===== config.mk =====
export PLATFORM = sky130hd
export DESIGN_NAME = pagemode_dram_ctrl
export DESIGN_NICKNAME = d
export VERILOG_FILES = /design/src/rtl/pmd_pkg.sv /design/src/rtl/pmd_refresh_timer.sv /design/src/rtl/pmd_dram_core.sv /design/src/rtl/pmd_ctrl_fsm.sv /design/src/rtl/pagemode_dram_ctrl.sv
export SDC_FILE = /design/constraint.sdc
export NUM_CORES = 1
export LEC_CHECK = 0
export BUFFER_PORTS_ARGS = -buffer_cell sky130_fd_sc_hd__buf_2
export CAP_MARGIN = 20
export CORE_ASPECT_RATIO = 1.5
export CORE_MARGIN = 4
export CORE_UTILIZATION = 39
export CTS_BUF_LIST = sky130_fd_sc_hd__clkbuf_8 sky130_fd_sc_hd__clkbuf_16
export DETAILED_ROUTE_END_ITERATION = 10
export GPL_TIMING_DRIVEN = 0
export PLACE_DENSITY = 0.61
export SETUP_SLACK_MARGIN = 0.02
export SLEW_MARGIN = 0
export SYNTH_ARGS = -nofsm -noshare
export SYNTH_HDL_FRONTEND = slang
export SYNTH_SLANG_ARGS = --single-unit

===== constraint.sdc =====
create_clock -name clk -period 9.85 [get_ports clk]
set_input_delay 1.97 -clock clk [delete_from_list [all_inputs] [get_ports clk]]
set_output_delay 1.97 -clock clk [all_outputs]
set_load 0.1 [all_outputs]

===== src/rtl/pmd_pkg.sv =====
package pmd_pkg;

  typedef enum logic [2:0] {
    ST_IDLE   = 3'd0,
    ST_ROW    = 3'd1,
    ST_COL    = 3'd2,
    ST_CLOSE  = 3'd3,
    ST_RCLOSE = 3'd4,
    ST_RROW   = 3'd5
  } pmd_state_e;

  // last cycle of a phase that lasts len cycles
  function automatic logic phase_last(input int unsigned cnt, input int unsigned len);
    return cnt == (len - 1);
  endfunction

  function automatic int unsigned max3(input int unsigned a, input int unsigned b,
                                       input int unsigned c);
    int unsigned m;
    m = (a > b) ? a : b;
    return (m > c) ? m : c;
  endfunction

endpackage


===== src/rtl/pmd_refresh_timer.sv =====
module pmd_refresh_timer #(
  parameter int unsigned REF_PERIOD = 64
) (
  input  logic clk,
  input  logic rst_n,
  input  logic take_i,
  output logic pending_o
);
  localparam int unsigned TW = $clog2(REF_PERIOD + 1);

  logic [TW-1:0] tcnt;
  logic          tick;

  assign tick = (tcnt == TW'(REF_PERIOD - 1));

  always_ff @(posedge clk) begin
    if (!rst_n) begin
      tcnt      <= '0;
      pending_o <= 1'b0;
    end else begin
      tcnt <= tick ? '0 : tcnt + 1'b1;
      if (tick)        pending_o <= 1'b1;
      else if (take_i) pending_o <= 1'b0;
    end
  end


  pend_hold_chk: assert property (@(posedge clk) disable iff (!rst_n)
    (pending_o && !take_i) |=> pending_o);

endmodule


===== src/rtl/pmd_dram_core.sv =====
module pmd_dram_core #(
  parameter int unsigned ROW_W  = 2,
  parameter int unsigned COL_W  = 2,
  parameter int unsigned DATA_W = 8,
  parameter int unsigned MA_W   = 2
) (
  input  logic              clk,
  input  logic              rst_n,
  input  logic              act_i,
  input  logic              rd_i,
  input  logic              wr_i,
  input  logic              wb_i,
  input  logic [MA_W-1:0]   maddr_i,
  input  logic [DATA_W-1:0] wdata_i,
  output logic [DATA_W-1:0] dq_o
);
  localparam int unsigned ROWS = 1 << ROW_W;
  localparam int unsigned COLS = 1 << COL_W;

  logic [DATA_W-1:0] cells [ROWS][COLS];
  logic [DATA_W-1:0] rbuf  [COLS];
  logic              loaded;
  logic [ROW_W-1:0]  ra;
  logic [COL_W-1:0]  ca;

  assign ra = maddr_i[ROW_W-1:0];
  assign ca = maddr_i[COL_W-1:0];

  always_ff @(posedge clk) begin
    if (!rst_n) begin
      for (int r = 0; r < ROWS; r++)
        for (int c = 0; c < COLS; c++)
          cells[r][c] <= '0;
      for (int c = 0; c < COLS; c++) rbuf[c] <= '0;
      dq_o   <= '0;
      loaded <= 1'b0;
    end else begin
      if (act_i) begin
        for (int c = 0; c < COLS; c++) rbuf[c] <= cells[ra][c];
        loaded <= 1'b1;
      end
      if (wb_i && !act_i)
        for (int c = 0; c < COLS; c++) cells[ra][c] <= rbuf[c];
      if (rd_i) dq_o <= rbuf[ca];
      if (wr_i) rbuf[ca] <= wdata_i;
    end
  end


  col_needs_row_chk: assert property (@(posedge clk) disable iff (!rst_n)
    (rd_i || wr_i) |-> loaded);


  col_no_act_chk: assert property (@(posedge clk) disable iff (!rst_n)
    (rd_i || wr_i) |-> !act_i);

endmodule


===== src/rtl/pmd_ctrl_fsm.sv =====
module pmd_ctrl_fsm
  import pmd_pkg::*;
#(
  parameter int unsigned ROW_W  = 2,
  parameter int unsigned COL_W  = 2,
  parameter int unsigned DATA_W = 8,
  parameter int unsigned MA_W   = 2,
  parameter int unsigned T_RCD  = 2,
  parameter int unsigned T_CL   = 2,
  parameter int unsigned T_RP   = 1
) (
  input  logic                   clk,
  input  logic                   rst_n,
  input  logic                   req_i,
  input  logic                   we_i,
  input  logic [ROW_W+COL_W-1:0] addr_i,
  input  logic [DATA_W-1:0]      wdata_i,
  input  logic                   ref_pend_i,
  output logic                   ref_take_o,
  output logic                   busy_o,
  output logic                   done_o,
  output logic                   ras_o,
  output logic                   cas_o,
  output logic [MA_W-1:0]        maddr_o,
  output logic                   act_o,
  output logic                   rd_o,
  output logic                   wr_o,
  output logic                   wb_o,
  output logic [DATA_W-1:0]      wdata_o
);
  localparam int unsigned MAXT = max3(T_RCD, T_CL, T_RP);
  localparam int unsigned CW   = $clog2(MAXT + 1) + 1;
  localparam int unsigned AW   = ROW_W + COL_W;

  function automatic logic [ROW_W-1:0] row_of(input logic [AW-1:0] a);
    return a[AW-1:COL_W];
  endfunction

  function automatic logic [COL_W-1:0] col_of(input logic [AW-1:0] a);
    return a[COL_W-1:0];
  endfunction

  pmd_state_e        state, state_n;
  logic [CW-1:0]     cnt;
  logic              op_we;
  logic [ROW_W-1:0]  op_row;
  logic [COL_W-1:0]  op_col;
  logic [DATA_W-1:0] op_data;
  logic              open_vld;
  logic [ROW_W-1:0]  open_row;
  logic [ROW_W-1:0]  ref_row;
  logic              accept;
  logic              last;
  logic              same_row;

  assign busy_o     = (state != ST_IDLE) || ref_pend_i;
  assign accept     = (state == ST_IDLE) && !ref_pend_i && req_i;
  assign ref_take_o = (state == ST_IDLE) && ref_pend_i;
  assign same_row   = open_vld && (row_of(addr_i) == open_row);

  always_comb begin
    unique case (state)
      ST_ROW, ST_RROW:    last = phase_last(32'(cnt), T_RCD);
      ST_COL:             last = phase_last(32'(cnt), T_CL);
      ST_CLOSE, ST_RCLOSE: last = phase_last(32'(cnt), T_RP);
      default:            last = 1'b0;
    endcase
  end

  always_comb begin
    state_n = state;
    unique case (state)
      ST_IDLE: begin
        if (ref_take_o)  state_n = open_vld ? ST_RCLOSE : ST_RROW;
        else if (accept) state_n = same_row ? ST_COL : (open_vld ? ST_CLOSE : ST_ROW);
      end
      ST_CLOSE:  if (last) state_n = ST_ROW;
      ST_ROW:    if (last) state_n = ST_COL;
      ST_COL:    if (last) state_n = ST_IDLE;
      ST_RCLOSE: if (last) state_n = ST_RROW;
      ST_RROW:   if (last) state_n = ST_IDLE;
      default:   state_n = ST_IDLE;
    endcase
  end

  // strobes, bus and core events
  always_comb begin
    ras_o   = (state == ST_ROW) || (state == ST_RROW);
    cas_o   = (state == ST_COL);
    maddr_o = '0;
    unique case (state)
      ST_ROW:              maddr_o = MA_W'(op_row);
      ST_RROW:             maddr_o = MA_W'(ref_row);
      ST_COL:              maddr_o = MA_W'(op_col);
      ST_CLOSE, ST_RCLOSE: maddr_o = MA_W'(open_row);
      default:             maddr_o = '0;
    endcase
    act_o   = ras_o && (cnt == '0);
    rd_o    = cas_o && (cnt == '0) && !op_we;
    wr_o    = cas_o && (cnt == '0) && op_we;
    wb_o    = last && ((state == ST_CLOSE) || (state == ST_RCLOSE) || (state == ST_RROW));
    wdata_o = op_data;
  end

  always_ff @(posedge clk) begin
    if (!rst_n) begin
      state    <= ST_IDLE;
      cnt      <= '0;
      op_we    <= 1'b0;
      op_row   <= '0;
      op_col   <= '0;
      op_data  <= '0;
      open_vld <= 1'b0;
      open_row <= '0;
      ref_row  <= '0;
      done_o   <= 1'b0;
    end else begin
      state  <= state_n;
      cnt    <= (state_n != state) ? '0 : cnt + 1'b1;
      done_o <= (state == ST_COL) && last;
      if (accept) begin
        op_we   <= we_i;
        op_row  <= row_of(addr_i);
        op_col  <= col_of(addr_i);
        op_data <= wdata_i;
      end
      if ((state == ST_CLOSE || state == ST_RCLOSE) && last) open_vld <= 1'b0;
      if (state == ST_ROW && last) begin
        open_vld <= 1'b1;
        open_row <= op_row;
      end
      if (state == ST_RROW && last) ref_row <= ref_row + 1'b1;
    end
  end


  done_pulse_chk: assert property (@(posedge clk) disable iff (!rst_n)
    done_o |=> !done_o);


  done_after_col_chk: assert property (@(posedge clk) disable iff (!rst_n)
    done_o |-> $past(cas_o));


  strobe_excl_chk: assert property (@(posedge clk) disable iff (!rst_n)
    !(ras_o && cas_o));


  ignore_busy_req_chk: assert property (@(posedge clk) disable iff (!rst_n)
    (req_i && busy_o) |=> ($stable(op_row) && $stable(op_col) && $stable(op_we)
                           && $stable(op_data)));


  refresh_idle_only_chk: assert property (@(posedge clk) disable iff (!rst_n)
    (ref_take_o && req_i) |=> !cas_o);

endmodule


===== src/rtl/pagemode_dram_ctrl.sv =====
module pagemode_dram_ctrl #(
  parameter int unsigned ROW_W      = 2,
  parameter int unsigned COL_W      = 2,
  parameter int unsigned DATA_W     = 8,
  parameter int unsigned T_RCD      = 2,
  parameter int unsigned T_CL       = 2,
  parameter int unsigned T_RP       = 1,
  parameter int unsigned REF_PERIOD = 64,
  localparam int unsigned MA_W      = (ROW_W > COL_W) ? ROW_W : COL_W
) (
  input  logic                   clk,
  input  logic                   rst_n,
  input  logic                   req_i,
  input  logic                   we_i,
  input  logic [ROW_W+COL_W-1:0] addr_i,
  input  logic [DATA_W-1:0]      wdata_i,
  output logic [DATA_W-1:0]      rdata_o,
  output logic                   done_o,
  output logic                   busy_o,
  output logic                   ras_o,
  output logic                   cas_o,
  output logic [MA_W-1:0]        maddr_o
);
  logic              ref_pend, ref_take;
  logic              act, rd, wr, wb;
  logic [DATA_W-1:0] core_wdata;

  pmd_refresh_timer #(.REF_PERIOD(REF_PERIOD)) u_timer (
    .clk(clk), .rst_n(rst_n), .take_i(ref_take), .pending_o(ref_pend)
  );

  pmd_ctrl_fsm #(
    .ROW_W(ROW_W), .COL_W(COL_W), .DATA_W(DATA_W), .MA_W(MA_W),
    .T_RCD(T_RCD), .T_CL(T_CL), .T_RP(T_RP)
  ) u_fsm (
    .clk(clk), .rst_n(rst_n), .req_i(req_i), .we_i(we_i), .addr_i(addr_i),
    .wdata_i(wdata_i), .ref_pend_i(ref_pend), .ref_take_o(ref_take),
    .busy_o(busy_o), .done_o(done_o), .ras_o(ras_o), .cas_o(cas_o),
    .maddr_o(maddr_o), .act_o(act), .rd_o(rd), .wr_o(wr), .wb_o(wb),
    .wdata_o(core_wdata)
  );

  pmd_dram_core #(
    .ROW_W(ROW_W), .COL_W(COL_W), .DATA_W(DATA_W), .MA_W(MA_W)
  ) u_core (
    .clk(clk), .rst_n(rst_n), .act_i(act), .rd_i(rd), .wr_i(wr), .wb_i(wb),
    .maddr_i(maddr_o), .wdata_i(core_wdata), .dq_o(rdata_o)
  );

endmodule


==> results of run 1 <==
cells by family (layout without fill, tap and decap cells):
kind of cell               count (synthesis)  count (layout)  share of synthesized area [%]
DFF                                      201             201                          59.99
AOI/OAI and AO/OA                        207             207                          15.09
muxes                                     31              31                          3.376
buffers and inverters                     70             143                          3.336
and+or+nand+nor                          279             279                          16.83
xor gates and xnor gates                   9               9                         0.8407
adders and majority gates                  4               4                         0.5338
power groups by stage:
stage	combinational (uW)	clock [uW]	sequential, uW
2_1_floorplan	125	0	1020
3_3_place_gp	194	0	1030
3_5_place_dp	204	0	1030
4_1_cts	205	743	1010
5_1_grt	220	779	1010
6_report	205	731	1010
final cells by class:
type / count / area share [%]
Sequential cell: 201 / 52.54
Multi-Input combinational cell: 530 / 32.53
Clock buffer: 21 / 4.908
Tap cell: 319 / 3.727
Buffer: 60 / 2.571
Timing Repair Buffer: 38 / 2.524
Clock inverter: 14 / 0.8530
Inverter: 10 / 0.3505
routing by layer:
layer  share of wire, %  up-vias
met5                  0        -
met1                 38     3282
li1                   -     3082
met2                 52      249
met3                5.6       51
met4                4.2        0
metrics by stage:
step           setup slack, ns  total power (uW)  hold WS (ns)
6_report                 4.932              1946        0.4438
5_1_grt                  4.867              2014        0.4766
2_1_floorplan            4.851              1149        0.4179
4_1_cts                  4.959              1957        0.4520
3_5_place_dp             5.489              1231        0.4371
3_3_place_gp             2.190              1225        0.4289
cells in the mapped netlist (2+ instances only):
| library cell | n |
|---|---|
| a21o_1 | 25 |
| buf_6 | 3 |
| nand3_1 | 52 |
| edfxtp_1 | 160 |
| nand2b_1 | 3 |
| a21boi_0 | 15 |
| inv_1 | 9 |
| nor2_1 | 15 |
| nand4_1 | 3 |
| xor2_1 | 3 |
| and3_1 | 4 |
| o21ai_0 | 70 |
| xnor2_1 | 6 |
| buf_2 | 15 |
| clkbuf_2 | 7 |
| or2_2 | 2 |
| mux2i_1 | 29 |
| nand3b_1 | 3 |
| nor4_1 | 2 |
| nand4b_1 | 2 |
| a221oi_1 | 8 |
| a21oi_1 | 29 |
| ha_1 | 4 |
| a311o_1 | 7 |
| o221ai_1 | 25 |
| and2_1 | 136 |
| dfxtp_1 | 41 |
| buf_1 | 6 |
| o22ai_1 | 3 |
| a22o_1 | 8 |
| o21a_1 | 2 |
| nor2b_1 | 4 |
| o211ai_1 | 3 |
| nand2_1 | 44 |
| clkbuf_1 | 29 |
layout by cell type (no fill, tap or decap), types with 14 or more instances in the layout:
cell       instances
o221ai_1          25
inv_1             14
nand3_1           52
clkbuf_16         21
a21boi_0          15
buf_2             47
o21ai_0           65
nor2_1            15
and2_1           136
clkbuf_1          29
dfxtp_1           41
mux2i_1           29
nand2_1           44
a21oi_1           29
a21o_1            25
edfxtp_1         160
sequential cells by signal, indices dropped and copies added, names as in the netlist:
register           flops
u_fsm.done_o           1
u_core.cells         128
u_core.dq_o            8
u_fsm.op_row           2
u_fsm.state            3
u_fsm.op_col           2
u_fsm.open_vld         1
u_fsm.ref_row          2
u_fsm.cnt              3
u_timer.pending_o      1
u_fsm.open_row         2
u_core.rbuf           32
u_timer.tcnt           7
u_fsm.wdata_o          8
u_fsm.op_we            1
worst reg2reg max path, delay by kind of cell, from the launching register on:
kind                   cells  cell delay, ns
and+or+nand+nor            1            0.25
buffers and inverters      4            1.08
DFF                        1            0.34
AOI/OAI and AO/OA          3            1.29
path summary, 6_finish.rpt:
kind / depth (start not counted) / start / to / slack [ns]
worst max-delay path: 6 / u_fsm.state[0] / maddr_o[0] / 4.93
worst max register to register: 8 / u_fsm.state[1] / u_core.rbuf[1][1] / 6.60
worst min-delay path: 1 / u_timer.tcnt[0] / u_timer.tcnt[0] / 0.44
worst min register to register: 1 / u_timer.tcnt[0] / u_timer.tcnt[0] / 0.44
==> results.md, run 1 <==
- Total placed cells including tap cells: 1158
- Worst slew margin: 38.39%
- CTS H-Tree Depth: 1
- Share of cells above drive strength 1: approximately 12%
- Fillers: 2264
- Synth Flop Type: edfxtp_1
- Req. time, crit path: 7.88 ns
- Clock Latency Late Sink: between 0.4 and 0.5 ns
- Net Sw Frac: 26.16%
- Startpoint Class: flop
- CTS clk-pin slew, worst paths: 0.06 ns
- GRT Util Overall: between 10% and 20%
- DIE AREA: 0.02664 sq mm
- Crit path buf inv count: 3
- Placer congestion estimate: 0.8892
- Fin crit share: between 40% and 50%
- Core Region: 0.02366 sq mm
- Mapped Cells: 801
- Post-synth ARST share: 0%
- Area growth syn-to-layout: 14.20%
- Die X: 134.6 um
- Met2 GRT Util: 36.18%
- Area of the multi-input gates: 0.003483 sq mm
- CP most frequent cell: buf_2
- Yosys top cell area share: 51.24%
- First-pass GRT wire length: 40080 um
- M3 GR Usage: 2.389%
- Design area: ~0.011 sq mm
- Critical path class: reg -> out
- Syn nets: 821
- FF+latch area: 0.005625 sq mm
- Clock root buffer: clkbuf_16
- Final Skew: around 0.013 ns
- Sw power: 509.1 uW
- Post-synthesis sequential area ratio: 59.99%
- Status: finished, final reports clean
- Worst-Margin Slew: about 0.9 ns
- Port bufs: 29
- Clock power frac: 37.6%
- Cts bufs inserted: 20
- Routed wire length: between 20000 and 30000 um
- Critical path's largest stage delay: a little over 0.5 ns
- Max clock buf depth: 3
- CTS sink count: 201
- Maxcap violations: 0
- Post-synth cell types: 59
- Critical Path AT: a little under 3 ns
- Hold Crit Class: reg -> reg
- WL/cell: about 22 um
- Area contributors post-synth: edfxtp_1 51%, and2_1 9.1%, dfxtp_1 8.8%
- Critical-path cell list: buf_2 > nor3b_4 > a22oi_2 > nand2_2 > buf_2 > buf_2
- Nets: 881
- Pint: about 1400 uW
- P_leak: 0.003821 uW
- Largest net degree at the start of global routing: 25
- Post-CTS Resized: 0
- Most used routing layer: met2
- Post-CTS Setup Repair Bufs: 0
- Area leader, netlist: edfxtp_1
- Peak supply drop: approximately 0.15 mV
- Final hold violations: 0
- RSZ-0062 raised after global routing: no
- Vias per cell: 5.586
- Final non-filler cell total: about 1200
- Post-synth EDFFs: 160
- Mapped Area: 0.009376 sq mm
- Avg Cell Area, Syn: between 10 and 15 sq um
- Final min period: 4.918 ns
- Fin util: 45.27%
- Setup TNS: 0 ns
- IO Count: 30
- Antenna Nets Post-Route: 0
- GR Layer Usage met1: a little under a quarter
- Critical path capture point type: output pin
- DP HPWL: 18790 um
- Setup violations, final: 0
- Slowest CP cell: buf_2
- Grt total ovfl: 0
- Flip-flop and latch count after synthesis: 201
- Largest fanout on the critical path: 10
- Cts hold-fix bufs: 0
- Placed cell area: 0.01009 sq mm
- Vias in the first global route: 6665
- Drt first pass iters: 5
- Final Max Slew Viols: 0
- Cell family with most CP delay: buffers and inverters
- Max frequency: 203.3 MHz
- Via count: approximately 6700
- Die height: 197.9 um
- Initial antenna violation count: 0
- Starting density of the core: 39.64%
- Yosys warning total: 0
- Gate power share: 10.5%
- CTS tree: built
- Flop pwr share: between 50% and 60%
- Power Dens Cells: 181.7 mW/mm^2
- Post-route DRC: 0
- # rows: 69
- Starting DRC count in detailed routing: 670
- # diodes: 0
Note: power is estimated with default switching activity, not from simulation.
==> run 2: changes to the inputs <==
--- a/config.mk
+++ b/config.mk
@@ -13,7 +13,7 @@
 export CTS_BUF_LIST = sky130_fd_sc_hd__clkbuf_8 sky130_fd_sc_hd__clkbuf_16
 export DETAILED_ROUTE_END_ITERATION = 10
 export GPL_TIMING_DRIVEN = 0
-export PLACE_DENSITY = 0.61
+export PLACE_DENSITY = 0.63
 export SETUP_SLACK_MARGIN = 0.02
 export SLEW_MARGIN = 0
 export SYNTH_ARGS = -nofsm -noshare
==> constraint.sdc (replaced) <==
create_clock -name clk -period 4 [get_ports clk]
set_input_delay 0.8 -clock clk [delete_from_list [all_inputs] [get_ports clk]]
set_output_delay 0.8 -clock clk [all_outputs]
set_load 0.1 [all_outputs]
==> results.md, run 2 (synthesis gave the netlist of run 1 again) <==
- Status: finished, final reports clean
- Cts hold-fix bufs: 0
- Worst-Margin Slew: 1.074 ns
- Share of cells above drive strength 1: 12.59%
- Die X: 134.6 um
- Worst r2r path cells: 8
- Setup violations, final: 0
- Most common cell after layout, fill and taps aside: edfxtp_1
- Critical-path cell list: buf_2 > nor3b_4 > a22oi_2 > nand2_2 > buf_2 > buf_2
- Post-place setup slack: between 0.8 and 0.9 ns
- Post-route DRC: 0
- First-pass GRT wire length: between 30000 and 40000 um
- Initial antenna violation count: 1
- Post-CTS Resized: 0
- Starting density of the core: 39.64%
- FF+latch area: roughly 0.0056 sq mm
- Largest register FFs: 128
- Largest Register: u_core.cells
- Clock root buffer: clkbuf_16
- Area of the multi-input gates: approximately 0.0035 sq mm
- Port bufs: 29
- Largest fanout on the critical path: 10
- CTS H-Tree Depth: 1
- Post-CTS Setup Repair Bufs: 0
- FF-to-FF setup slack: 0.80 ns
- Final min period: roughly 3.7 ns
- Startpoint Class: flop
- Via count: 6694
- # diodes: 0
- CTS tree: built
- Commonest non-fill, non-tap cells in the layout: 160 x edfxtp_1, 136 x and2_1, 64 x o21ai_0
- Maxcap violations: 0
- CP most frequent cell: buf_2
- CTS sink count: 201
- Nets: 880
- Cts bufs inserted: 20
- Vias in the first global route: about 6800
- Worst slew margin: 27.75%
- Critical Path AT: between 2 and 3 ns
- Worst r2r src: u_fsm.state[1]
- # rows: 69
- Drt first pass iters: 7
- CP endpoint: maddr_o[0]
- Slowest CP cell: buf_2
- Final hold violations: 0
- Grt total ovfl: 0
- Routed wire length: 26270 um
- IO Count: 30
- Max clock buf depth: 3
- Placer congestion estimate: 0.8813
- Max frequency: between 200 and 300 MHz
- Fillers: between 2000 and 2500
- Vias per cell: 5.611
- RR Endpoint: u_core.rbuf[1][5]
- Regs by FF count: u_core.cells: 128 flops, u_core.rbuf: 32 flops
- Final worst slack: 0.2991 ns
- Die height: 197.9 um
- Worst Setup SP: u_fsm.state[0]
- Core Region: roughly 0.024 sq mm
- Final Max Slew Viols: 0
- Largest net degree at the start of global routing: 27
- Antenna Nets Post-Route: 0
- Peak supply drop: 0.3121 mV
- Req. time, crit path: 3.20 ns
- Critical path's largest stage delay: 0.51 ns
- P_leak: 0.003810 uW
- Clock Latency Late Sink: 0.49 ns
- CTS clk-pin slew, worst paths: 0.06 ns
- Hold Crit Class: reg -> reg
- DIE AREA: 0.02664 sq mm
- DP HPWL: roughly 19000 um
- Total power: 4806 uW
- RSZ-0062 raised after global routing: no
- Fin crit share: between 90% and 100%
- Power Dens Cells: approximately 450 mW/mm^2
- Final Skew: 0.006625 ns
- WL/cell: 22.02 um
- GRT Util Overall: between 10% and 20%
- Critical path capture point type: output pin
- Critical path class: reg -> out
- Area growth syn-to-layout: 14.36%
- Starting DRC count in detailed routing: 715
## run 2: worst max-delay path, delay by kind of cell, from the launching register on
family | cells | cell delay, ns
flip-flops | 1 | 0.29
buffers and inverters | 3 | 1.12
AO/OA/AOI/OAI | 1 | 0.24
AND/OR/NAND/NOR | 2 | 0.75
## run 2: how the worst min path moves through the flow
| stage | startpoint | endpoint | slack [ns] | depth (start not counted) |
|---|---|---|---|---|
| after global routing | u_timer.tcnt[0] | u_timer.tcnt[0] | 0.47 | 1 |
| after CTS | u_timer.tcnt[0] | u_timer.tcnt[0] | 0.45 | 1 |
| after floorplan | u_timer.tcnt[0] | u_timer.tcnt[0] | 0.42 | 1 |
| after detailed placement | u_timer.tcnt[0] | u_timer.tcnt[0] | 0.44 | 1 |
| after global placement | u_timer.tcnt[0] | u_timer.tcnt[0] | 0.43 | 1 |
| final | u_timer.tcnt[0] | u_timer.tcnt[0] | 0.45 | 1 |
## run 2: layout make-up
type	count	area share [%]
flip-flops and latches	201	52.46
multi-input cells	530	32.49
clock buffers	21	4.901
well taps	319	3.722
repair buffers	37	2.567
plain buffers	60	2.567
clock inverters	15	0.9452
inverters	10	0.3501
## run 2: report_power, final
part           internal [uW]  switching [uW]
logic                    143             361
registers               2380             105
clock network           1020             796
## run 2: metrics by stage
stage	utilization (%)	hold WS [ns]	std cells	setup TNS [ns]	instance area (sq um)
final	45.33	0.4528	1193	0	10720
after detailed placement	42.66	0.4387	1156	0	10090
after CTS	45.31	0.4521	1192	0	10720
after floorplan	-	0.4179	801	0	9388
after global routing	45.33	0.4724	1193	0	10720
after global placement	41.99	0.4288	1149	-22.31	9932
## run 2: per-layer routing
layer	track usage [%]	share of wire, %	up-vias
met5	0	0.049	-
met4	8.943	4.8	2
met3	2.949	5.2	71
met2	35.88	52	261
met1	22.78	38	3286
li1	-	-	3074
